===== config.mk =====
export PLATFORM = sky130hd
export DESIGN_NAME = cell_read_sel
export DESIGN_NICKNAME = d
export VERILOG_FILES = /design/src/rtl/cps_pkg.sv /design/src/rtl/cps_port_sel.sv /design/src/rtl/cps_out_stage.sv /design/src/rtl/cell_read_sel.sv
export SDC_FILE = /design/constraint.sdc
export NUM_CORES = 1
export LEC_CHECK = 0
export BUFFER_PORTS_ARGS = -buffer_cell sky130_fd_sc_hd__buf_2
export CAP_MARGIN = 20
export CORE_MARGIN = 1.5
export CORE_UTILIZATION = 49
export DETAILED_ROUTE_END_ITERATION = 8
export GPL_ROUTABILITY_DRIVEN = 0
export PLACE_DENSITY = 0.8
export SYNTH_ARGS = -nofsm -noshare
export SYNTH_HDL_FRONTEND = slang
export SYNTH_HIERARCHICAL = 1
export SYNTH_SLANG_ARGS = --single-unit

===== constraint.sdc =====
create_clock -name clk_i -period 2.94 [get_ports clk_i]
set_input_delay 0 -clock clk_i [delete_from_list [all_inputs] [get_ports clk_i]]
set_output_delay 0 -clock clk_i [all_outputs]
set_load 0.005 [all_outputs]

===== src/rtl/cps_pkg.sv =====
package cps_pkg;
  typedef enum logic {
    RD_IDLE = 1'b0,
    RD_BUSY = 1'b1
  } rd_state_e;
endpackage


===== src/rtl/cps_port_sel.sv =====
module cps_port_sel
  import cps_pkg::*;
#(
  parameter int NPORT = 4,
  parameter int LEN_W = 8,
  localparam int AW = (NPORT > 1) ? $clog2(NPORT) : 1
) (
  input  logic             clk_i,
  input  logic             rst_ni,
  input  logic             load_i,
  input  logic [AW-1:0]    addr_i,
  input  logic [NPORT-1:0] cell_rdy_i,
  input  logic [LEN_W-1:0] cell_len_i,
  output logic [NPORT-1:0] rd_en_o,
  output logic [AW-1:0]    port_o,
  output logic             pop_o,
  output logic             first_o,
  output logic [LEN_W-1:0] idx_o,
  output logic [LEN_W-1:0] len_o,
  output logic             busy_o
);
  rd_state_e        state_q;
  logic [AW-1:0]    sel_q, sel_nxt;
  logic             arm_q, arm_nxt;
  logic [LEN_W-1:0] cnt_q, len_q;
  logic             busy, take, start, pop, last;
  logic [LEN_W-1:0] idx, len_cur;

  always_comb begin
    busy    = (state_q == RD_BUSY);
    // loads only count between cells
    take    = !busy && load_i;
    sel_nxt = take ? addr_i : sel_q;
    arm_nxt = arm_q || take;
    start   = !busy && arm_nxt && cell_rdy_i[sel_nxt];
    pop     = start || busy;
    idx     = busy ? cnt_q : '0;
    len_cur = busy ? len_q : cell_len_i;
    last    = pop && (idx == len_cur - LEN_W'(1));
  end

  for (genvar g = 0; g < NPORT; g++) begin : g_ren
    assign rd_en_o[g] = pop && (sel_nxt == AW'(g));
  end

  always_ff @(posedge clk_i or negedge rst_ni) begin
    if (!rst_ni) begin
      state_q <= RD_IDLE;
      sel_q   <= '0;
      arm_q   <= 1'b0;
      cnt_q   <= '0;
      len_q   <= '0;
    end else begin
      sel_q   <= sel_nxt;
      arm_q   <= start ? 1'b0 : arm_nxt;
      state_q <= (pop && !last) ? RD_BUSY : RD_IDLE;
      if (pop) cnt_q <= idx + LEN_W'(1);
      if (start) len_q <= cell_len_i;
    end
  end

  assign port_o  = sel_nxt;
  assign pop_o   = pop;
  assign first_o = start;
  assign idx_o   = idx;
  assign len_o   = len_cur;
  assign busy_o  = busy;
endmodule


===== src/rtl/cps_out_stage.sv =====
module cps_out_stage #(
  parameter int NPORT  = 4,
  parameter int DATA_W = 18,
  parameter int LEN_W  = 8,
  parameter int TAIL   = 4,
  localparam int AW = (NPORT > 1) ? $clog2(NPORT) : 1
) (
  input  logic                    clk_i,
  input  logic                    rst_ni,
  input  logic [NPORT*DATA_W-1:0] rd_data_i,
  input  logic [AW-1:0]           port_i,
  input  logic                    pop_i,
  input  logic                    first_i,
  input  logic [LEN_W-1:0]        idx_i,
  input  logic [LEN_W-1:0]        len_i,
  output logic [DATA_W-1:0]       data_o,
  output logic                    valid_o,
  output logic                    soc_o,
  output logic                    xfer_o
);
  logic [DATA_W-1:0] word_sel;
  logic              flag_nxt;

  always_comb begin
    word_sel = '0;
    for (int p = 0; p < NPORT; p++) begin
      if (port_i == AW'(p)) word_sel = rd_data_i[p*DATA_W +: DATA_W];
    end
    // flag stays up until the TAIL-th word from the end
    flag_nxt = pop_i && (first_i ||
               (({1'b0, idx_i} + (LEN_W+1)'(TAIL)) < {1'b0, len_i}));
  end

  always_ff @(posedge clk_i or negedge rst_ni) begin
    if (!rst_ni) begin
      data_o  <= '0;
      valid_o <= 1'b0;
      soc_o   <= 1'b0;
      xfer_o  <= 1'b0;
    end else begin
      valid_o <= pop_i;
      soc_o   <= first_i;
      xfer_o  <= flag_nxt;
      if (pop_i) data_o <= word_sel;
    end
  end
endmodule


===== src/rtl/cell_read_sel.sv =====
module cell_read_sel #(
  parameter int NPORT  = 4,
  parameter int DATA_W = 18,
  parameter int LEN_W  = 8,
  parameter int TAIL   = 4,
  localparam int AW = (NPORT > 1) ? $clog2(NPORT) : 1
) (
  input  logic                    clk_i,
  input  logic                    rst_ni,
  input  logic                    load_i,
  input  logic [AW-1:0]           port_addr_i,
  input  logic [NPORT-1:0]        cell_rdy_i,
  input  logic [LEN_W-1:0]        cell_len_i,
  input  logic [NPORT*DATA_W-1:0] rd_data_i,
  output logic [NPORT-1:0]        rd_en_o,
  output logic [DATA_W-1:0]       data_o,
  output logic                    valid_o,
  output logic                    soc_o,
  output logic                    xfer_o
);
  logic [AW-1:0]    port_w;
  logic             pop_w, first_w, busy_w;
  logic [LEN_W-1:0] idx_w, len_w;

  cps_port_sel #(
    .NPORT(NPORT),
    .LEN_W(LEN_W)
  ) i_sel (
    .clk_i     (clk_i),
    .rst_ni    (rst_ni),
    .load_i    (load_i),
    .addr_i    (port_addr_i),
    .cell_rdy_i(cell_rdy_i),
    .cell_len_i(cell_len_i),
    .rd_en_o   (rd_en_o),
    .port_o    (port_w),
    .pop_o     (pop_w),
    .first_o   (first_w),
    .idx_o     (idx_w),
    .len_o     (len_w),
    .busy_o    (busy_w)
  );

  cps_out_stage #(
    .NPORT (NPORT),
    .DATA_W(DATA_W),
    .LEN_W (LEN_W),
    .TAIL  (TAIL)
  ) i_out (
    .clk_i    (clk_i),
    .rst_ni   (rst_ni),
    .rd_data_i(rd_data_i),
    .port_i   (port_w),
    .pop_i    (pop_w),
    .first_i  (first_w),
    .idx_i    (idx_w),
    .len_i    (len_w),
    .data_o   (data_o),
    .valid_o  (valid_o),
    .soc_o    (soc_o),
    .xfer_o   (xfer_o)
  );
endmodule


==> results.md <==
- Run status: finished, final reports clean
- HPWL after DPL: 5121 microns
- Crit. End Element: register
- Main area contributors after synthesis: dfrtp_1 35%, mux2_2 9.3%, mux4_2 7.7%, mux4_1 7.2%, mux2_4 5.1%
- I/O pin cnt: roughly 110
- Fmax: between 300 and 400 MHz
- Setup TNS: 0 ns
- CORE AREA: 5642 sq um
- Ratio of cells with drive above 1 in the final layout: about 48%
- Fin. Hold Viols: 0
- Wire length on met3: just under 400 microns
- Seq cells post-synth: 41
- Setup CP Type: reg2reg
- H-tree Lvls: 2
- Initial antenna violation count: 0
- Synth Warn #: 6
- Post-CTS resize count: 0
- Worst-path clk slew: approximately 0.080 ns
- Setup crit start kind: register
- DR pass1 iterations: 4
- CP most frequent cell: inv_2
- Kind of cell adding the most delay to the critical path: compound AO/OA/AOI/OAI gates
- Avg Vias per Cell: between 5 and 6
- Synth Area per Inst: between 10 and 15 sq um
- Final core utilization: 65.49%
- Final Skew: between 0.003 and 0.004 ns
- Dpl cell area: approximately 3500 sq um
- Mean routed wirelength per cell: roughly 15 microns
- Syn_nets: 345
- CTS Buf Count: 5
- Register area share after synthesis: 35.16%
- Req. time, crit path: around 3.2 ns
- Reg2reg setup slack: 0.25 ns
- Switching share of power: about two fifths
- Synth cell count leaders: 41 x dfrtp_1, 24 x mux2_2, 17 x inv_1, 17 x nor2_1, 11 x xnor2_1
- Row cnt: 27
- Peak supply drop: 0.5582 mV
- Synthesized cell area: around 2900 sq um
- Final Max Slew Viols: 0
- Antenna fix cells: 0
- Count leader, synth: dfrtp_1
- Final critical-path required period: between 2 and 3 ns
- Main synth FF type: dfrtp_1
- Relative slew slack: between 30 and 40%
- Fin area: approximately 3700 sq um
- First-pass GRT wire length: around 11000 microns
- Worst path bufs/invs: 2
- PD cells: between 1000 and 1500 nW/um^2
- Nets: between 400 and 500
- WL met2: ~3400 microns
- Post-route clock period utilization: about nine tenths
- Die X-Extent: between 80 and 90 microns
- Post-synth ARST share: 100.0%
- NetSw: between 1500 and 2000 uW
- Clock Latency Late Sink: 0.29 ns
- Max Cap Violations: 0
- Combinational Power Share: between 60% and 70%
- CTS tree: built
- Residual DRC: 0
- Starting DRT DRC Count: 100
- Post-synth top area share: about a third
- Clk buf depth: 2
- Int Power: around 2500 uW
- Mapped Cells: around 250
- Chip Height: approximately 80 microns
- Port Buf Inserts: 113
- Yosys top cell by area: dfrtp_1
- Largest net degree at the start of global routing: between 40 and 50
- Crit path max fanout: 23
- Pwr Total: 4153 uW
- Hold Crit Class: in2reg
- Netlist cell types: 47
- Worst slew pin tran: slightly above 0.9 ns
- Routed Antenna Nets: 0
- Clock root buffer: clkbuf_8
- Critical path's largest stage delay: around 0.47 ns
- Overflow after GRT: 0
- Vias in the first global route: about 2400
- Seq pwr share: about a quarter
- Tot GR Track Use: a little over a fifth
- RSZ-0062 raised after global routing: no
- Final setup violation count: 0
- CP Data Arrival Time: approximately 2.9 ns
- Area growth from synthesis to layout: 26.63%
- CP cell instances: nor2b_4, mux2i_2, inv_2, o211a_4, o31a_1, inv_2, o21ai_0, nor3_1, a22o_1
- Slowest-stage cell, CP: inv_2
- Via count: 2372
- Uppermost layer routed: met4
- Total Routed Length: between 6000 and 7000 microns
- Routed length on met1: about 2700 microns
- Initial Util: about half
- Pleak: about 0.0018 uW
- Die area: about 6400 sq um
- EDFF count, synth: 0
- Sink Count: 41
- Clk pwr share: 8.9%
[power by group through the flow]
stage / sequential [uW] / combinational, uW / clock, uW
after floorplan: 1030 / 2130 / 0
after global placement: 1070 / 2610 / 0
after detailed placement: 1070 / 2730 / 0
after CTS: 1070 / 2740 / 380
after global routing: 1110 / 3030 / 404
final: 1070 / 2720 / 369
[registers in the layout, summed over array words and instances, names as in the netlist]
register	count
i_out/data_o	18
i_sel/cnt_q	8
i_sel/len_q	8
i_sel/sel_q	2
i_out/soc_o	1
i_out/valid_o	1
i_out/xfer_o	1
i_sel/arm_q	1
i_sel/busy_o	1
[cell usage in the layout (no fill, tap or decap), types with 2 or more instances in the layout]
| cell | count |
|---|---|
| mux2_2 | 24 |
| mux2i_1 | 4 |
| mux4_2 | 10 |
| clkinv_2 | 2 |
| a21oi_1 | 9 |
| and2_1 | 6 |
| nor3_1 | 8 |
| ha_1 | 10 |
| buf_4 | 5 |
| nor3b_1 | 2 |
| xor2_1 | 8 |
| nor2_1 | 17 |
| buf_2 | 113 |
| a22o_1 | 4 |
| inv_1 | 17 |
| o21ai_0 | 6 |
| nand3_1 | 8 |
| clkbuf_8 | 5 |
| o31ai_1 | 2 |
| a31oi_1 | 2 |
| xnor2_1 | 11 |
| dfrtp_1 | 41 |
| nand2_1 | 3 |
| dlygate4sd3_1 | 8 |
| mux2_4 | 10 |
| inv_2 | 2 |
| mux4_1 | 8 |
| nand4_1 | 2 |
| o211ai_1 | 2 |
[cells by family (layout without fill, tap and decap cells)]
family          after synthesis  in the layout  synth area share (%)
simple gates                 53             53                 9.949
buf+inv                      31            153                 5.274
mux                          57             57                 31.17
xor+xnor                     19             19                 5.703
fa+ha+maj                    10             10                 4.288
flops                        41             41                 35.16
compound gates               35             35                 8.448
[layout make-up]
cell class | instances | area (sq um)
tap | 72 | 90.09
clock buffer | 5 | 68.82
fill | 449 | 1947
clock inverter | 3 | 17.52
multi-input combinational | 174 | 1738
timing repair buffer | 126 | 683.2
sequential | 41 | 1026
inverter | 19 | 71.32
[path summary, 6_finish.rpt]
| path | start | to | cells after the start |
|---|---|---|---|
| max | i_sel/busy_o | i_out/xfer_o | 9 |
| min | cell_len_i[3] | i_sel/len_q[3] | 2 |
| max reg2reg | i_sel/busy_o | i_out/xfer_o | 9 |
| min reg2reg | i_out/data_o[14] | i_out/data_o[14] | 1 |
| max in group asynchronous | rst_ni | i_out/data_o[0] | 2 |
| min in group asynchronous | rst_ni | i_sel/len_q[5] | 2 |
[metal layers]
metal  vias to the layer above  track usage, %
li1                       1155               -
met1                      1115           26.30
met2                        98           39.66
met3                         4           4.545
met4                         0           5.862
met5                         -               0
[repair_timing]
item                                   4_1_cts  5_1_grt
hold buffers                                 8        0
endpoints found under the hold margin       48        0
buffers inserted                             0        0
[worst reg2reg max path, delay by kind of cell (launching register included)]
kind                   cells  cell delay (ns)
AOI/OAI and AO/OA          4             0.91
buffers and inverters      2             0.56
DFF                        1             0.43
and+or+nand+nor            2             0.37
muxes                      1             0.35
[metrics by stage]
| stage | hold WS [ns] | setup WS [ns] | std cells |
|---|---|---|---|
| 3_3_place_gp | 0.1719 | 0.4308 | 424 |
| 4_1_cts | 0.006407 | 0.2458 | 440 |
| 5_1_grt | 0.01380 | 0.1024 | 440 |
| 6_report | 0.02220 | 0.2515 | 440 |
| 2_1_floorplan | -0.2956 | 0.3122 | 246 |
| 3_5_place_dp | 0.1884 | 0.2745 | 424 |
(Power assumes the default switching activity.)
